<file path="src/rtl/mdio_master_pkg.sv">
package mdio_master_pkg;

  localparam int PRE_BITS   = 32;
  localparam int FRAME_BITS = 64;
  localparam int TA_POS     = 46;
  localparam int DATA_POS   = 48;
  localparam int WORD_W     = 16;
  localparam int OP_W       = 13;

  typedef struct packed {
    logic       c45;
    logic [1:0] opc;
    logic [4:0] port;
    logic [4:0] dev;
  } op_t;

  function automatic logic is_read(op_t o);
    return o.c45 ? o.opc[1] : (o.opc == 2'b10);
  endfunction

  function automatic logic [FRAME_BITS-1:0] build_frame(op_t o, logic [WORD_W-1:0] a,
                                                         logic [WORD_W-1:0] d);
    logic [WORD_W-1:0] pay;
    logic [1:0]        st;
    logic [1:0]        ta;
    st  = o.c45 ? 2'b00 : 2'b01;
    pay = (o.c45 && o.opc == 2'b00) ? a : d;
    ta  = 2'b10;
    if (is_read(o)) begin
      ta  = 2'b11;
      pay = '1;
    end
    return {{PRE_BITS{1'b1}}, st, o.opc, o.port, o.dev, ta, pay};
  endfunction

endpackage

</file>
<file path="src/rtl/mdio_clkgen.sv">
module mdio_clkgen #(
  parameter int HALF = 10
) (
  input  logic clk,
  input  logic rst_n,
  input  logic run,
  output logic mdc,
  output logic rise_tick,
  output logic fall_tick
);
  localparam int CW = (HALF > 1) ? $clog2(HALF) : 1;

  logic [CW-1:0] cnt_q, cnt_d;
  logic          mdc_q, mdc_d;
  logic          wrap;

  assign wrap      = run && (cnt_q == CW'(HALF - 1));
  assign rise_tick = wrap && !mdc_q;
  assign fall_tick = wrap && mdc_q;
  assign mdc       = mdc_q;

  always_comb begin
    cnt_d = cnt_q;
    mdc_d = mdc_q;
    if (!run) begin
      cnt_d = '0;
      mdc_d = 1'b0;
    end else if (wrap) begin
      cnt_d = '0;
      mdc_d = !mdc_q;
    end else begin
      cnt_d = cnt_q + 1'b1;
    end
  end

  always_ff @(posedge clk or negedge rst_n) begin
    if (!rst_n) begin
      cnt_q <= '0;
      mdc_q <= 1'b0;
    end else begin
      cnt_q <= cnt_d;
      mdc_q <= mdc_d;
    end
  end
endmodule

</file>
<file path="src/rtl/mdio_regfile.sv">
module mdio_regfile
  import mdio_master_pkg::*;
(
  input  logic              clk,
  input  logic              rst_n,
  input  logic              bus_wr,
  input  logic [1:0]        bus_addr,
  input  logic [WORD_W-1:0] bus_wdata,
  output logic [WORD_W-1:0] bus_rdata,
  input  logic              busy,
  input  logic              rd_done,
  input  logic [WORD_W-1:0] rd_word,
  output op_t               op_q,
  output logic [WORD_W-1:0] addr_q,
  output logic [WORD_W-1:0] data_q,
  output logic              start
);
  op_t               op_d;
  logic [WORD_W-1:0] addr_d, data_d;
  logic              wr_data, wr_addr, wr_op, wr_ctl;

  assign wr_data = bus_wr && (bus_addr == 2'd0);
  assign wr_addr = bus_wr && (bus_addr == 2'd1);
  assign wr_op   = bus_wr && (bus_addr == 2'd2);
  assign wr_ctl  = bus_wr && (bus_addr == 2'd3);
  assign start   = wr_ctl && bus_wdata[0] && !busy;

  always_comb begin
    op_d   = op_q;
    addr_d = addr_q;
    data_d = data_q;
    if (wr_op)   op_d   = op_t'(bus_wdata[OP_W-1:0]);
    if (wr_addr) addr_d = bus_wdata;
    if (rd_done)      data_d = rd_word;
    else if (wr_data) data_d = bus_wdata;
  end

  always_comb begin
    case (bus_addr)
      2'd0:    bus_rdata = data_q;
      2'd1:    bus_rdata = addr_q;
      2'd2:    bus_rdata = {{(WORD_W-OP_W){1'b0}}, op_q};
      default: bus_rdata = {{(WORD_W-1){1'b0}}, busy};
    endcase
  end

  always_ff @(posedge clk or negedge rst_n) begin
    if (!rst_n) begin
      op_q   <= '0;
      addr_q <= '0;
      data_q <= '0;
    end else begin
      op_q   <= op_d;
      addr_q <= addr_d;
      data_q <= data_d;
    end
  end
endmodule

</file>
<file path="src/rtl/mdio_frame_engine.sv">
module mdio_frame_engine
  import mdio_master_pkg::*;
(
  input  logic              clk,
  input  logic              rst_n,
  input  logic              start,
  input  op_t               op,
  input  logic [WORD_W-1:0] addr,
  input  logic [WORD_W-1:0] data,
  input  logic              rise_tick,
  input  logic              fall_tick,
  input  logic              mdio_i,
  output logic              busy,
  output logic              mdio_o,
  output logic              mdio_oe,
  output logic              rd_done,
  output logic [WORD_W-1:0] rd_word
);
  localparam int IW = $clog2(FRAME_BITS);

  logic [FRAME_BITS-1:0] sh_q, sh_d;
  logic [IW-1:0]         idx_q, idx_d;
  logic [WORD_W-1:0]     rx_q, rx_d;
  logic                  busy_q, busy_d;
  logic                  rd_q, rd_d;
  logic                  last_bit;

  assign last_bit = busy_q && fall_tick && (idx_q == IW'(FRAME_BITS - 1));
  assign rd_done  = last_bit && rd_q;
  assign rd_word  = rx_q;
  assign busy     = busy_q;
  assign mdio_o   = busy_q ? sh_q[FRAME_BITS-1] : 1'b1;
  assign mdio_oe  = busy_q && !(rd_q && idx_q >= IW'(TA_POS));

  always_comb begin
    sh_d   = sh_q;
    idx_d  = idx_q;
    rx_d   = rx_q;
    busy_d = busy_q;
    rd_d   = rd_q;
    if (start) begin
      busy_d = 1'b1;
      sh_d   = build_frame(op, addr, data);
      idx_d  = '0;
      rd_d   = is_read(op);
    end else if (busy_q) begin
      if (rise_tick && rd_q && idx_q >= IW'(DATA_POS))
        rx_d = {rx_q[WORD_W-2:0], mdio_i};
      if (last_bit) begin
        busy_d = 1'b0;
      end else if (fall_tick) begin
        sh_d  = {sh_q[FRAME_BITS-2:0], 1'b1};
        idx_d = idx_q + 1'b1;
      end
    end
  end

  always_ff @(posedge clk or negedge rst_n) begin
    if (!rst_n) begin
      sh_q   <= '0;
      idx_q  <= '0;
      rx_q   <= '0;
      busy_q <= 1'b0;
      rd_q   <= 1'b0;
    end else begin
      sh_q   <= sh_d;
      idx_q  <= idx_d;
      rx_q   <= rx_d;
      busy_q <= busy_d;
      rd_q   <= rd_d;
    end
  end
endmodule

</file>
<file path="src/rtl/mdio_master.sv">
module mdio_master
  import mdio_master_pkg::*;
#(
  parameter int CLK_DIV_HALF = 10
) (
  input  logic        clk,
  input  logic        rst_n,
  input  logic        bus_wr,
  input  logic [1:0]  bus_addr,
  input  logic [15:0] bus_wdata,
  output logic [15:0] bus_rdata,
  output logic        mdc,
  input  logic        mdio_i,
  output logic        mdio_o,
  output logic        mdio_oe
);
  op_t               op_w;
  logic [WORD_W-1:0] addr_w, data_w, rd_word_w;
  logic              start_w, busy_w, rd_done_w, rise_w, fall_w;

  mdio_regfile u_regs (
    .clk(clk), .rst_n(rst_n), .bus_wr(bus_wr), .bus_addr(bus_addr),
    .bus_wdata(bus_wdata), .bus_rdata(bus_rdata), .busy(busy_w),
    .rd_done(rd_done_w), .rd_word(rd_word_w), .op_q(op_w),
    .addr_q(addr_w), .data_q(data_w), .start(start_w)
  );

  mdio_clkgen #(.HALF(CLK_DIV_HALF)) u_clk (
    .clk(clk), .rst_n(rst_n), .run(busy_w), .mdc(mdc),
    .rise_tick(rise_w), .fall_tick(fall_w)
  );

  mdio_frame_engine u_eng (
    .clk(clk), .rst_n(rst_n), .start(start_w), .op(op_w), .addr(addr_w),
    .data(data_w), .rise_tick(rise_w), .fall_tick(fall_w), .mdio_i(mdio_i),
    .busy(busy_w), .mdio_o(mdio_o), .mdio_oe(mdio_oe), .rd_done(rd_done_w),
    .rd_word(rd_word_w)
  );
endmodule

</file>
<file path="config.mk">
export PLATFORM = sky130hd
export DESIGN_NAME = mdio_master
export DESIGN_NICKNAME = d
export VERILOG_FILES = /design/src/rtl/mdio_master_pkg.sv /design/src/rtl/mdio_clkgen.sv /design/src/rtl/mdio_regfile.sv /design/src/rtl/mdio_frame_engine.sv /design/src/rtl/mdio_master.sv
export SDC_FILE = /design/constraint.sdc
export NUM_CORES = 1
export LEC_CHECK = 0
export ABC_AREA = 1
export ABC_CLOCK_PERIOD_IN_PS = 2100
export BUFFER_PORTS_ARGS = -buffer_cell sky130_fd_sc_hd__buf_2
export CAP_MARGIN = 20
export CORE_MARGIN = 1
export CORE_UTILIZATION = 31
export DETAILED_ROUTE_END_ITERATION = 8
export REMOVE_ABC_BUFFERS = 1
export SLEW_MARGIN = 10
export SYNTH_ARGS = -nofsm -noshare
export SYNTH_HDL_FRONTEND = slang
export SYNTH_SLANG_ARGS = --single-unit
</file>
<file path="constraint.sdc">
create_clock -name clk -period 2.1 [get_ports clk]
set_clock_uncertainty 0.1 [all_clocks]
set_input_delay 0.315 -clock clk [delete_from_list [all_inputs] [get_ports clk]]
set_output_delay 0.315 -clock clk [all_outputs]
set_load 0.02 [all_outputs]
</file>
==> flow_summary_export.csv <==
group,metric,value,unit
routing,drc_errors,0,
final_layout,antenna_cells,0,
worst_setup_path,critPathSlowestCell,"dfrtp_1",
min_path,min_path_type,"in2reg",
final_layout,layout-drive-gt1-share,0.137,
sta,fin_crit,2090,ps
synth,synth_largest_area_cell,"dfrtp_1",
worst_setup_path,crit_arrival,1680,ps
worst_setup_path,r2r_cells,11,
sta,slew_headroom,0.632,
sta,tns,0,ps
sta,min_period_over_period,0.997,
final_layout,layout_commonest_cell,"nand2_1",
sta,holdWs,57.3,ps
routing,drtAntennaViolNets,0,
place,dp_hpwl,11500,um
sta,setup_viol,0,
global_route,grt_pass1_vias,5431,
worst_setup_path,regToRegEndpoint,"u_regs.data_q[9]$_DFFE_PN0P_",
synth,netlist_area,0.00678,mm2
power_and_ir_drop,irDropWorstVdd,523,uV
final_layout,mostFrequentLayoutCells,"nand2_1, dfrtp_1, nand3_1",
synth,synth_top_area_frac,0.509,
place,placed_cells_incl_taps,1157,
sta,hold_viol_final,0,
synth,synth_top_family_by_area,"simple AND/OR/NAND/NOR gates",
synth,postSynthCellCount,865,
clock_network,clockBufferDepth,2,
place,pre_cts_ws,207,ps
floorplan,start_util,0.320,
place,gp_congestion,0.784,
sta,rsz0062_at_grt,"true",
worst_setup_path,worst-setup-path-type,"reg2out",
clock_network,cts_buffers,17,
routing,num_vias,5742,
global_route,grt_usage,0.159,
synth,synth_xor_area_frac,0.00388,
run_status,outcome,"completed",
clock_network,root_buffer,"clkbuf_16",
sta,slew_viol_final,0,
routing,dr.pass1.iters,5,
final_layout,area_growth,18.4,%
final_layout,final_nets,931,
clock_network,worstSkewPairLatency,420,ps
clock_network,cts-htree-levels,4,
worst_setup_path,crit_chain,"inv_1, ha_1, or2_4, a211oi_2, buf_4",
place,portBuffers,40,
synth,yosysWarnings,0,
floorplan,die-height,150,um
power_and_ir_drop,power_leakage,4.09,nW
place,dpl_cell_area,0.00737,mm2
clock_network,cts_tree,"built",
floorplan,die_x,150,um
synth,synth_mux_area_frac,0.00498,
final_layout,seq_area,0.00345,mm2
worst_setup_path,slowest_delay,350,ps
final_layout,final_area,0.00803,mm2
worst_setup_path,cp-start-kind,"register",
power_and_ir_drop,totalPowerFinal,6.77,mW
worst_setup_path,r2r_start,"u_eng.idx_q[0]$_DFFE_PN0P_",
final_layout,n_fill_cell,2196,
synth,ys_ff_latch,138,
floorplan,die_area,0.0225,mm2
synth,ys_types,35,
synth,synth-compound-area-share,0.0810,
sta,tightest_slew,550,ps
worst_setup_path,r2r_slack,140,ps
min_path,min_delay_path_depth,3,
synth,synthTopCellsByArea,"dfrtp_1, nand2_1, nand3_1",
synth,ys_seq_area_frac,0.509,
worst_setup_path,endpoint_kind,"output pin",
sta,fin_ws,5.40,ps
routing,wl_per_cell,14.0,um
global_route,grt_max_degree,75,
min_path,min_to,"u_eng.rd_word[0]$_DFFE_PN0P_",
final_layout,final_core_util,0.378,
worst_setup_path,cp.required,1680,ps
synth,syn_area_per_cell,7.84,um2
floorplan,num_rows,53,
global_route,grt_first_pass_wirelength,27900,um
final_layout,multi_input_area,0.00284,mm2
min_path,worstHoldStart,"mdio_i",
floorplan,io_pins,41,
floorplan,core,0.0212,mm2
sta,fmax,0.477,GHz
routing,via_per_inst,4.81,
synth,synthAdderAreaFrac,0.00738,
worst_setup_path,cp_max_fo,2,
routing,drt-initial-drc-count,451,
clock_network,clock_sinks,138,
global_route,antenna_found_initial,0,
run,drv_cap,0,
clock_network,clk_pin_slew,60,ps
routing,totalWireLength,16700,um
synth,yosys.area_share.simple,0.320,
global_route,overflow,0,
power_and_ir_drop,p_per_area,844,mW/mm2
final_layout,layoutNonFillerInstCount,1193,
[critical path: cells and delay by family, from the launching register on]
kind | cells | cell delay, ps
buffers and inverters | 2 | 240
adders and majority gates | 1 | 190
and+or+nand+nor | 1 | 250
DFF | 1 | 350
AOI/OAI and AO/OA | 1 | 240
[cell usage after synthesis, drive strengths merged]
cell type,n
nand2,337
nand3,124
xor2,2
xnor2,1
ha,4
nor2,20
dfrtp,138
buf,37
a22o,3
inv,60
nor3b,1
a21oi,2
o21ai,78
a211oi,1
nand4,17
mux2,3
or2,3
nor3,2
o21a,1
o21bai,1
clkbuf,17
a31oi,1
o211ai,12
[state kept, by name (all words and copies together), names as in the netlist]
register,flops
u_regs.data_q,16
u_eng.busy,1
u_eng.idx_q,6
u_eng.rd_q,1
u_clk.mdc,1
u_regs.op_q,13
u_eng.sh_q,64
u_regs.addr_q,16
u_clk.cnt_q,4
u_eng.rd_word,16
[cell type report]
type | instances | share of cell area
inverter | 60 | 0.0284
timing repair buffer | 75 | 0.0689
sequential | 138 | 0.430
multi-input combinational | 613 | 0.354
clock buffer | 19 | 0.0552
clock inverter | 13 | 0.0207
tap | 275 | 0.0429
[logic make-up (layout without fill, tap and decap cells)]
group | Yosys count | in the layout
compound gates | 99 | 99
xor+xnor | 3 | 3
fa+ha+maj | 4 | 4
buf+inv | 114 | 167
flops | 138 | 138
mux | 3 | 3
simple gates | 504 | 504
[power by group]
| part | switching, mW | internal, mW | leakage (nW) | total (mW) |
|---|---|---|---|---|
| Combinational | 0.457 | 0.262 | 2.09 | 0.719 |
| Sequential | 0.149 | 2.82 | 1.71 | 2.97 |
| Clock | 1.18 | 1.91 | 0.290 | 3.08 |
[worst max-delay path by stage]
stage                                from                          to  slack [ps]  cells after the start
2_1_floorplan        u_eng.busy$_DFF_PN0_  u_eng.sh_q[32]$_DFFE_PN0P_        -530                      5
3_3_place_gp                  bus_addr[0]               bus_rdata[11]         240                      6
3_5_place_dp                  bus_addr[0]               bus_rdata[11]         210                      6
4_1_cts        u_eng.idx_q[0]$_DFFE_PN0P_                     mdio_oe           8                      5
5_1_grt        u_eng.idx_q[0]$_DFFE_PN0P_                     mdio_oe         -60                      5
6_report       u_eng.idx_q[0]$_DFFE_PN0P_                     mdio_oe           5                      5
[timing repair]
action	CTS	global route
resized for setup	2	2
pin swaps	1	1
endpoints found under the hold margin	41	0
hold buffers	1	0
buffers inserted	2	1
setup endpoints to repair	1	1
[metal layers]
metal,wire length [um],track usage,vias up
met2,7720,0.255,113
met5,0,0,-
met4,273,0.0556,0
li1,-,-,2883
met3,623,0.0280,21
met1,8040,0.215,2725
No activity file was read; power rests on OpenSTA's default activity.
